**src/rtl/wsl_pkg.sv**
```systemverilog
package wsl_pkg;
  localparam int unsigned BURST_LEN = 4;
  localparam int unsigned WL_MIN    = 2;

  typedef struct packed {
    logic pre;
    logic d0;
    logic d1;
    logic post;
  } slot_t;
endpackage

```
**src/rtl/wsl_timeline.sv**
```systemverilog
module wsl_timeline
  import wsl_pkg::*;
#(
  parameter int unsigned WL_MAX = 15,
  parameter int unsigned WLW    = 4
) (
  input  logic           clk_i,
  input  logic           rst_ni,
  input  logic           start_i,
  input  logic [WLW-1:0] wl_i,
  output logic           acc_o,
  output logic           busy_o,
  output logic [WLW-1:0] wl_q_o,
  output slot_t          slot_o
);
  localparam int unsigned LINE = WL_MAX + 2;
  localparam int unsigned IDXW = $clog2(LINE);

  // bit j set: a start was accepted j+1 cycles ago
  logic [LINE-1:0] line_q;
  logic [WLW-1:0]  wl_q, wl_eff;
  logic [IDXW-1:0] base;

  always_comb begin
    if (wl_i < WLW'(WL_MIN))      wl_eff = WLW'(WL_MIN);
    else if (wl_i > WLW'(WL_MAX)) wl_eff = WLW'(WL_MAX);
    else                          wl_eff = wl_i;
  end

  assign busy_o = |line_q;
  assign acc_o  = start_i & ~line_q[0];
  assign base   = IDXW'(wl_q);

  assign slot_o.pre  = line_q[base - IDXW'(2)];
  assign slot_o.d0   = line_q[base - IDXW'(1)];
  assign slot_o.d1   = line_q[base];
  assign slot_o.post = line_q[base + IDXW'(1)];
  assign wl_q_o      = wl_q;

  always_ff @(posedge clk_i or negedge rst_ni) begin
    if (!rst_ni) begin
      line_q <= '0;
      wl_q   <= WLW'(WL_MIN);
    end else begin
      line_q <= {line_q[LINE-2:0], acc_o};
      if (!busy_o) wl_q <= wl_eff;
    end
  end
endmodule

```
**src/rtl/wsl_burst_fifo.sv**
```systemverilog
module wsl_burst_fifo
  import wsl_pkg::*;
#(
  parameter int unsigned DW = 16,
  parameter int unsigned AW = 4
) (
  input  logic                    clk_i,
  input  logic                    rst_ni,
  input  logic                    push_i,
  input  logic [BURST_LEN*DW-1:0] wdata_i,
  input  logic                    pop_i,
  output logic [BURST_LEN*DW-1:0] head_o,
  output logic [AW:0]             level_o
);
  localparam int unsigned EW    = BURST_LEN * DW;
  localparam int unsigned DEPTH = 1 << AW;

  logic [EW-1:0] mem_q [DEPTH];
  logic [AW-1:0] wr_q, rd_q;
  logic [AW:0]   lvl_q;

  always_ff @(posedge clk_i) begin
    if (push_i) mem_q[wr_q] <= wdata_i;
  end

  always_ff @(posedge clk_i or negedge rst_ni) begin
    if (!rst_ni) begin
      wr_q  <= '0;
      rd_q  <= '0;
      lvl_q <= '0;
    end else begin
      if (push_i) wr_q <= wr_q + AW'(1);
      if (pop_i)  rd_q <= rd_q + AW'(1);
      lvl_q <= lvl_q + (AW+1)'(push_i) - (AW+1)'(pop_i);
    end
  end

  assign head_o  = mem_q[rd_q];
  assign level_o = lvl_q;
endmodule

```
**src/rtl/wsl_phase_mux.sv**
```systemverilog
module wsl_phase_mux
  import wsl_pkg::*;
#(
  parameter int unsigned DW = 16
) (
  input  slot_t                   slot_i,
  input  logic [BURST_LEN*DW-1:0] head_i,
  output logic [1:0]              dqs_o,
  output logic [1:0]              oe_o,
  output logic [2*DW-1:0]         dq_o
);
  logic data_cyc;
  assign data_cyc = slot_i.d0 | slot_i.d1;

  for (genvar p = 0; p < 2; p++) begin : g_phase
    localparam int unsigned FIRST  = p;
    localparam int unsigned SECOND = p + 2;
    logic amble;
    if (p == 0) begin : g_post
      assign amble = slot_i.post;
    end else begin : g_pre
      assign amble = slot_i.pre;
    end
    assign oe_o[p]  = data_cyc | amble;
    // rising edge opens each data cycle, falling edge at mid-cycle
    assign dqs_o[p] = data_cyc & 1'(p == 0);
    assign dq_o[p*DW +: DW] = slot_i.d0 ? head_i[FIRST*DW +: DW]  :
                              slot_i.d1 ? head_i[SECOND*DW +: DW] : '0;
  end
endmodule

```
**src/rtl/wr_strobe_launcher.sv**
```systemverilog
module wr_strobe_launcher
  import wsl_pkg::*;
#(
  parameter  int unsigned DW     = 16,
  parameter  int unsigned WL_MAX = 15,
  localparam int unsigned WLW    = $clog2(WL_MAX + 1)
) (
  input  logic                    clk_i,
  input  logic                    rst_ni,
  input  logic                    start_i,
  input  logic [WLW-1:0]          wl_i,
  input  logic [BURST_LEN*DW-1:0] data_i,
  output logic [1:0]              dqs_o,
  output logic [1:0]              dqs_oe_o,
  output logic [2*DW-1:0]         dq_o,
  output logic [1:0]              dq_oe_o
);
  // bursts in flight never exceed WL_MAX/2 + 1
  localparam int unsigned AW = $clog2(WL_MAX / 2 + 2);

  logic                    acc, busy, pop;
  logic [WLW-1:0]          wl_q;
  slot_t                   slot;
  logic [BURST_LEN*DW-1:0] head;
  logic [AW:0]             level;
  logic [1:0]              oe;

  wsl_timeline #(.WL_MAX(WL_MAX), .WLW(WLW)) u_timeline (
    .clk_i  (clk_i),
    .rst_ni (rst_ni),
    .start_i(start_i),
    .wl_i   (wl_i),
    .acc_o  (acc),
    .busy_o (busy),
    .wl_q_o (wl_q),
    .slot_o (slot)
  );

  assign pop = slot.d1;

  wsl_burst_fifo #(.DW(DW), .AW(AW)) u_fifo (
    .clk_i  (clk_i),
    .rst_ni (rst_ni),
    .push_i (acc),
    .wdata_i(data_i),
    .pop_i  (pop),
    .head_o (head),
    .level_o(level)
  );

  wsl_phase_mux #(.DW(DW)) u_mux (
    .slot_i(slot),
    .head_i(head),
    .dqs_o (dqs_o),
    .oe_o  (oe),
    .dq_o  (dq_o)
  );

  assign dqs_oe_o = oe;
  assign dq_oe_o  = oe;
endmodule

```
**config.mk**
```make
export PLATFORM = sky130hd
export DESIGN_NAME = wr_strobe_launcher
export DESIGN_NICKNAME = d
export VERILOG_FILES = /design/src/rtl/wsl_pkg.sv /design/src/rtl/wsl_timeline.sv /design/src/rtl/wsl_burst_fifo.sv /design/src/rtl/wsl_phase_mux.sv /design/src/rtl/wr_strobe_launcher.sv
export SDC_FILE = /design/constraint.sdc
export NUM_CORES = 1
export LEC_CHECK = 0
export BUFFER_PORTS_ARGS = -buffer_cell sky130_fd_sc_hd__buf_2
export CAP_MARGIN = 20
export CORE_ASPECT_RATIO = 1.5
export CORE_MARGIN = 5
export CORE_UTILIZATION = 30
export DETAILED_ROUTE_END_ITERATION = 10
export PLACE_DENSITY = 0.47
export SLEW_MARGIN = 20
export SYNTH_ARGS = -nofsm -noshare
export SYNTH_HDL_FRONTEND = slang
export SYNTH_HIERARCHICAL = 1
export SYNTH_SLANG_ARGS = --single-unit
export TNS_END_PERCENT = 10
```
**constraint.sdc**
```tcl
create_clock -name clk_i -period 17.6 [get_ports clk_i]
set_input_delay 0.88 -clock clk_i [delete_from_list [all_inputs] [get_ports clk_i]]
set_output_delay 0.88 -clock clk_i [all_outputs]
set_load 0.03 [all_outputs]
```
; Word level (Yosys, flattened, before mapping)
; Memories as Yosys holds them, arrays and structs flattened.
; Index checks and enable logic that the tools add are counted.
; Widths: inputs -> output; s select.
[totals]
ram_bits = 1024
out_inout_bits = 38
latch_bits = 0
memories = 1
reg_bits = 29
in_bits = 71
mem_bits_ro = 0
[op_classes]
div_mod_pow = 0
n_shift = 0
muxes = 16
magnitude_cmp = 6
addsub = 5
eq_ne = 0
bitwise = 5
n_mul = 0
n_reduce_logical = 1
[mem_list]
columns = memory, depth, width, read_ports, rd_ports_with_merged_regs, wr, line_no
row1 = u_fifo.mem_q, 16, 64, 1, 0, 1, wsl_burst_fifo.sv:18  ; logic [EW-1:0] mem_q [DEPTH];
[ops]
columns = operator, n
row1 = $mux 16, 4
row2 = $lt 5x6->1 const B, 3
row3 = $reduce_or 17->1, 1
row4 = $bmux 1 s5, 3
row5 = $add 4x1->4 const B, 2
row6 = $mux 4, 2
row7 = $lt 4x6->1 const B, 1
row8 = $mux 1, 6
row9 = $add 4x1->5 const B, 1
row10 = $sub 4x1->5 const B, 1
row11 = $sub 4x2->5 const B, 1
row12 = $bmux 1 s4, 1
row13 = $gt 4x4->1 const B, 1
row14 = $lt 4x2->1 const B, 1
row15 = $or 1x1->1, 3
row16 = $and 1x1->1, 1
row17 = $not 1->1, 1

; Depth between registers and ports, before layout
[depth]
depth_word = 5
ltp_mapped = 12
ltp_nobuf = 8

; Modules after synthesis
; The synthesis kept the hierarchy.
[by_module_without_submodules]
columns = mod, instances, cells_per_inst, seq_area_each_um2, area_per_inst_um2
row1 = wsl_burst_fifo, 1, 1639, 31074.8, 38957.4
row2 = wsl_timeline, 1, 111, 526.8, 1443.9
row3 = wsl_phase_mux, 1, 50, 0.0, 389.1
row4 = wr_strobe_launcher, 1, 2, 0.0, 15.0

; Worst setup path before layout
; Ideal clock, no wire load.
[synth_timing]
kind = input-to-reg
from = in start_i
to = mem u_fifo/mem_q[3][0] (netlist name), enable pin
arrival_time_ns = 5.849
slack_ns = 11.186
n_path_buf = 1
t_required_ns = 17.036
cell_stages = 4
setup_ns = 0.564
path_cell_list = nor2b_1 clkbuf_1 nand2_1 nor3_1
[synth_between]
elab_chain_len = 3
[synth_lines]
columns = element, line_no
row1 = start: declaration, wr_strobe_launcher.sv:10  ; input logic start_i,
row2 = $and 1x1->1, wsl_timeline.sv:31  ; assign acc_o = start_i & ~line_q[0];
row3 = $mux 1, wsl_burst_fifo.sv:23  ; if (push_i) mem_q[wr_q] <= wdata_i;
row4 = $mux 1 (not written as such), wsl_burst_fifo.sv:23
row5 = end: declaration, wsl_burst_fifo.sv:18
; No other way between the ends.

; Worst setup path in the final report
[layout_timing]
from = reg u_fifo.rd_q[0]
to = out dq_o[19]
[layout_between]
elab_cells_between_ends = 3
classes_between = mux (2) / memory (1)
[layout_rtl]
columns = element, line_no
row1 = start: declaration, wsl_burst_fifo.sv:19  ; logic [AW-1:0] wr_q, rd_q;
row2 = start signal: assignment, wsl_burst_fifo.sv:33  ; if (pop_i) rd_q <= rd_q + AW'(1);
row3 = $mem_v2 16x64, n/a
row4 = net head[19], wr_strobe_launcher.sv:24  ; logic [BURST_LEN*DW-1:0] head;
row5 = $mux 16, wsl_phase_mux.sv:27  ; assign dq_o[p*DW +: DW] = slot_i.d0 ? head_i[FIRST*DW +: DW] :
row6 = end: declaration, wr_strobe_launcher.sv:15  ; output logic [2*DW-1:0] dq_o,
; The timed path passes the listed nets, and every way through them passes these cells.

==> flow_summary.ini <==
[cts]
cts.reportedPaths.clkPinSlew_ns = 0.07
cts_tree = yes
numCtsBuffers = 97
post_cts_resized = 0
post-cts-setup-buffers = 0
root_buffer = clkbuf_16
clk_path_buf_depth = 3
htreeDepth = 3
numClockSinks = 1053
worstSkewPairLatency_ns = 0.69
ctsHoldBuffers = 0

[pwr]
p_leak_nw = 14.55
power_density_nw_per_um2 = 161.0
power.share.sequential_pct = 40.7
clockPowerShare_pct = 28.0
ir_drop_uv = 108.8
pwr-share-comb_pct = 31.2
p_switching_mw = 2.501
p_sw_share_pct = 33.52
p_int_mw = 4.961

[setup_path]
critical_path_class = reg2out
start_kind = flip-flop
critPathMaxFanout = 97
crit_path_end = dq_o[19]
rr_worst_depth = 5
r2r-end = u_fifo/mem_q[7][35]$_DFFE_PP_
reg2reg_slack_ns = 13.87
crit_arrival_ns = 5.34
cp.required_ns = 16.72
end_kind = output port
regToRegStartpoint = u_timeline/line_q[0]$_DFF_PN0_
critPathLaunch = u_fifo/rd_q[0]$_DFFE_PN0P_

[detailed_routing]
via_count = 18990
drt_iter0_markers = 1380
drtPass1Iterations = 5
drtAntennaViolNets = 0
wl_um = 110700
wl_per_cell_um = 29.41
route.detailed.drc = 0
via_per_inst = 5.045

[floorplan]
die_x_um = 310.0
die_area_um2 = 142600
coreArea_um2 = 134600
placementRows = 165
die_y_um = 460.1
initial_core_util_pct = 30.10
ios = 109

[timing]
period_needed_ns = 6.217
max_freq_mhz = 160.8
worst_pin_slew_ns = 1.103
hold_viol_final = 0
slew_violations = 0
maxSlewHeadroom_pct = 26.31
setup_viol = 0
worst_slack_ns = 11.38
rsz0062_at_grt = false
period_share_pct = 35.32
tns_ns = 0
skew_ns = 0.01875

[grt]
grt_pass1_vias = 20320
grt_first_pass_wirelength_um = 156200
antenna_found_initial = 33
grt_max_degree = 98
grt_usage_pct = 15.45
overflow = 0

[outcome]
status = complete, no violations

[placement]
pre_cts_ws_ns = 11.87
io_buffer_count = 107
dpl.hpwl_um = 61160
routabilityCongestion = 0.7369

[finish]
syn_to_final_growth_pct = 14.40
final_cell_mix = 1024 x edfxtp_1, 262 x mux4_2, 129 x a22oi_1
drive_gt1_share_pct = 29.27
nets = 2003
final_common_cell = edfxtp_1

[min_path]
hold_class = in2async

[synth]
synth_cells = 1776
syn_area_per_cell_um2 = 22.81
syn_nets = 1857
ys_warn_count = 6
netlist_area_um2 = 40510

[run]
drv_cap = 0
## worst max-delay path, cell delays in order, from the launching register on
cell	delay [ns]
dfrtp_4	0.83
buf_12	0.58
buf_4	0.73
buf_4	0.77
mux4_2	0.59
a22oi_1	0.21
nand2_1	0.22
a22o_1	0.28
buf_2	0.17
## worst min-delay path by stage
| stage | start | to | slack, ns | cells after the start |
|---|---|---|---|---|
| floorplan | u_timeline/line_q[6]$_DFF_PN0_ | u_timeline/line_q[7]$_DFF_PN0_ | 0.40 | 0 |
| global placement | u_timeline/line_q[6]$_DFF_PN0_ | u_timeline/line_q[7]$_DFF_PN0_ | 0.46 | 0 |
| detailed placement | u_timeline/line_q[6]$_DFF_PN0_ | u_timeline/line_q[7]$_DFF_PN0_ | 0.44 | 0 |
| CTS | rst_ni | u_timeline/wl_q_o[0]$_DFFE_PN0N_ | 0.19 | 1 |
| global route | rst_ni | u_timeline/line_q[7]$_DFF_PN0_ | 0.25 | 1 |
| finish | rst_ni | u_timeline/line_q[7]$_DFF_PN0_ | 0.25 | 1 |
## layer usage
metal | track usage [%] | up-vias | part of all wire (%)
li1 | - | 7892 | -
met4 | 3.426 | 12 | 1.9
met3 | 3.065 | 136 | 6.2
met1 | 20.26 | 10420 | 40
met5 | 0 | - | 0.066
met2 | 26.72 | 536 | 51
## layout make-up
| cell class | instances | area [µm²] |
|---|---|---|
| clock inverters | 64 | 608.1 |
| inverters | 7 | 26.28 |
| multi-input cells | 611 | 8564 |
| repair buffers | 152 | 925.9 |
| fillers | 12520 | 88260 |
| clock buffers | 115 | 2516 |
| diodes | 10 | 25.02 |
| well taps | 1753 | 2193 |
| flip-flops and latches | 1053 | 31480 |
## power groups by stage
stage / logic (mW) / clock network, mW / registers [mW]
2_1_floorplan: 1.56 / 0 / 3.03
3_3_place_gp: 2.39 / 0 / 3.09
3_5_place_dp: 2.40 / 0 / 3.10
4_1_cts: 2.40 / 2.16 / 3.04
5_1_grt: 2.48 / 2.26 / 3.06
6_report: 2.33 / 2.09 / 3.04
## per-stage QoR
| stage | cells | area [µm²] | util (%) | hold WS [ns] | total power, mW |
|---|---|---|---|---|---|
| finish | 3765 | 46340 | 34.43 | 0.2471 | 7.462 |
| global route | 3756 | 46320 | 34.41 | 0.2480 | 7.798 |
| detailed placement | 3574 | 43140 | 32.05 | 0.4441 | 5.494 |
| CTS | 3753 | 46260 | 34.37 | 0.1942 | 7.604 |
| floorplan | 1776 | 40510 | - | 0.3989 | 4.588 |
| global placement | 3574 | 43140 | 32.05 | 0.4593 | 5.478 |
## flip-flops by register name, summed over array words and instances, names as in the netlist
register / flops
u_fifo/mem_q: 1024
u_timeline/wl_q_o: 4
u_timeline/line_q: 17
u_fifo/wr_q: 4
u_fifo/rd_q: 4
No activity file was read; power rests on OpenSTA's default activity.
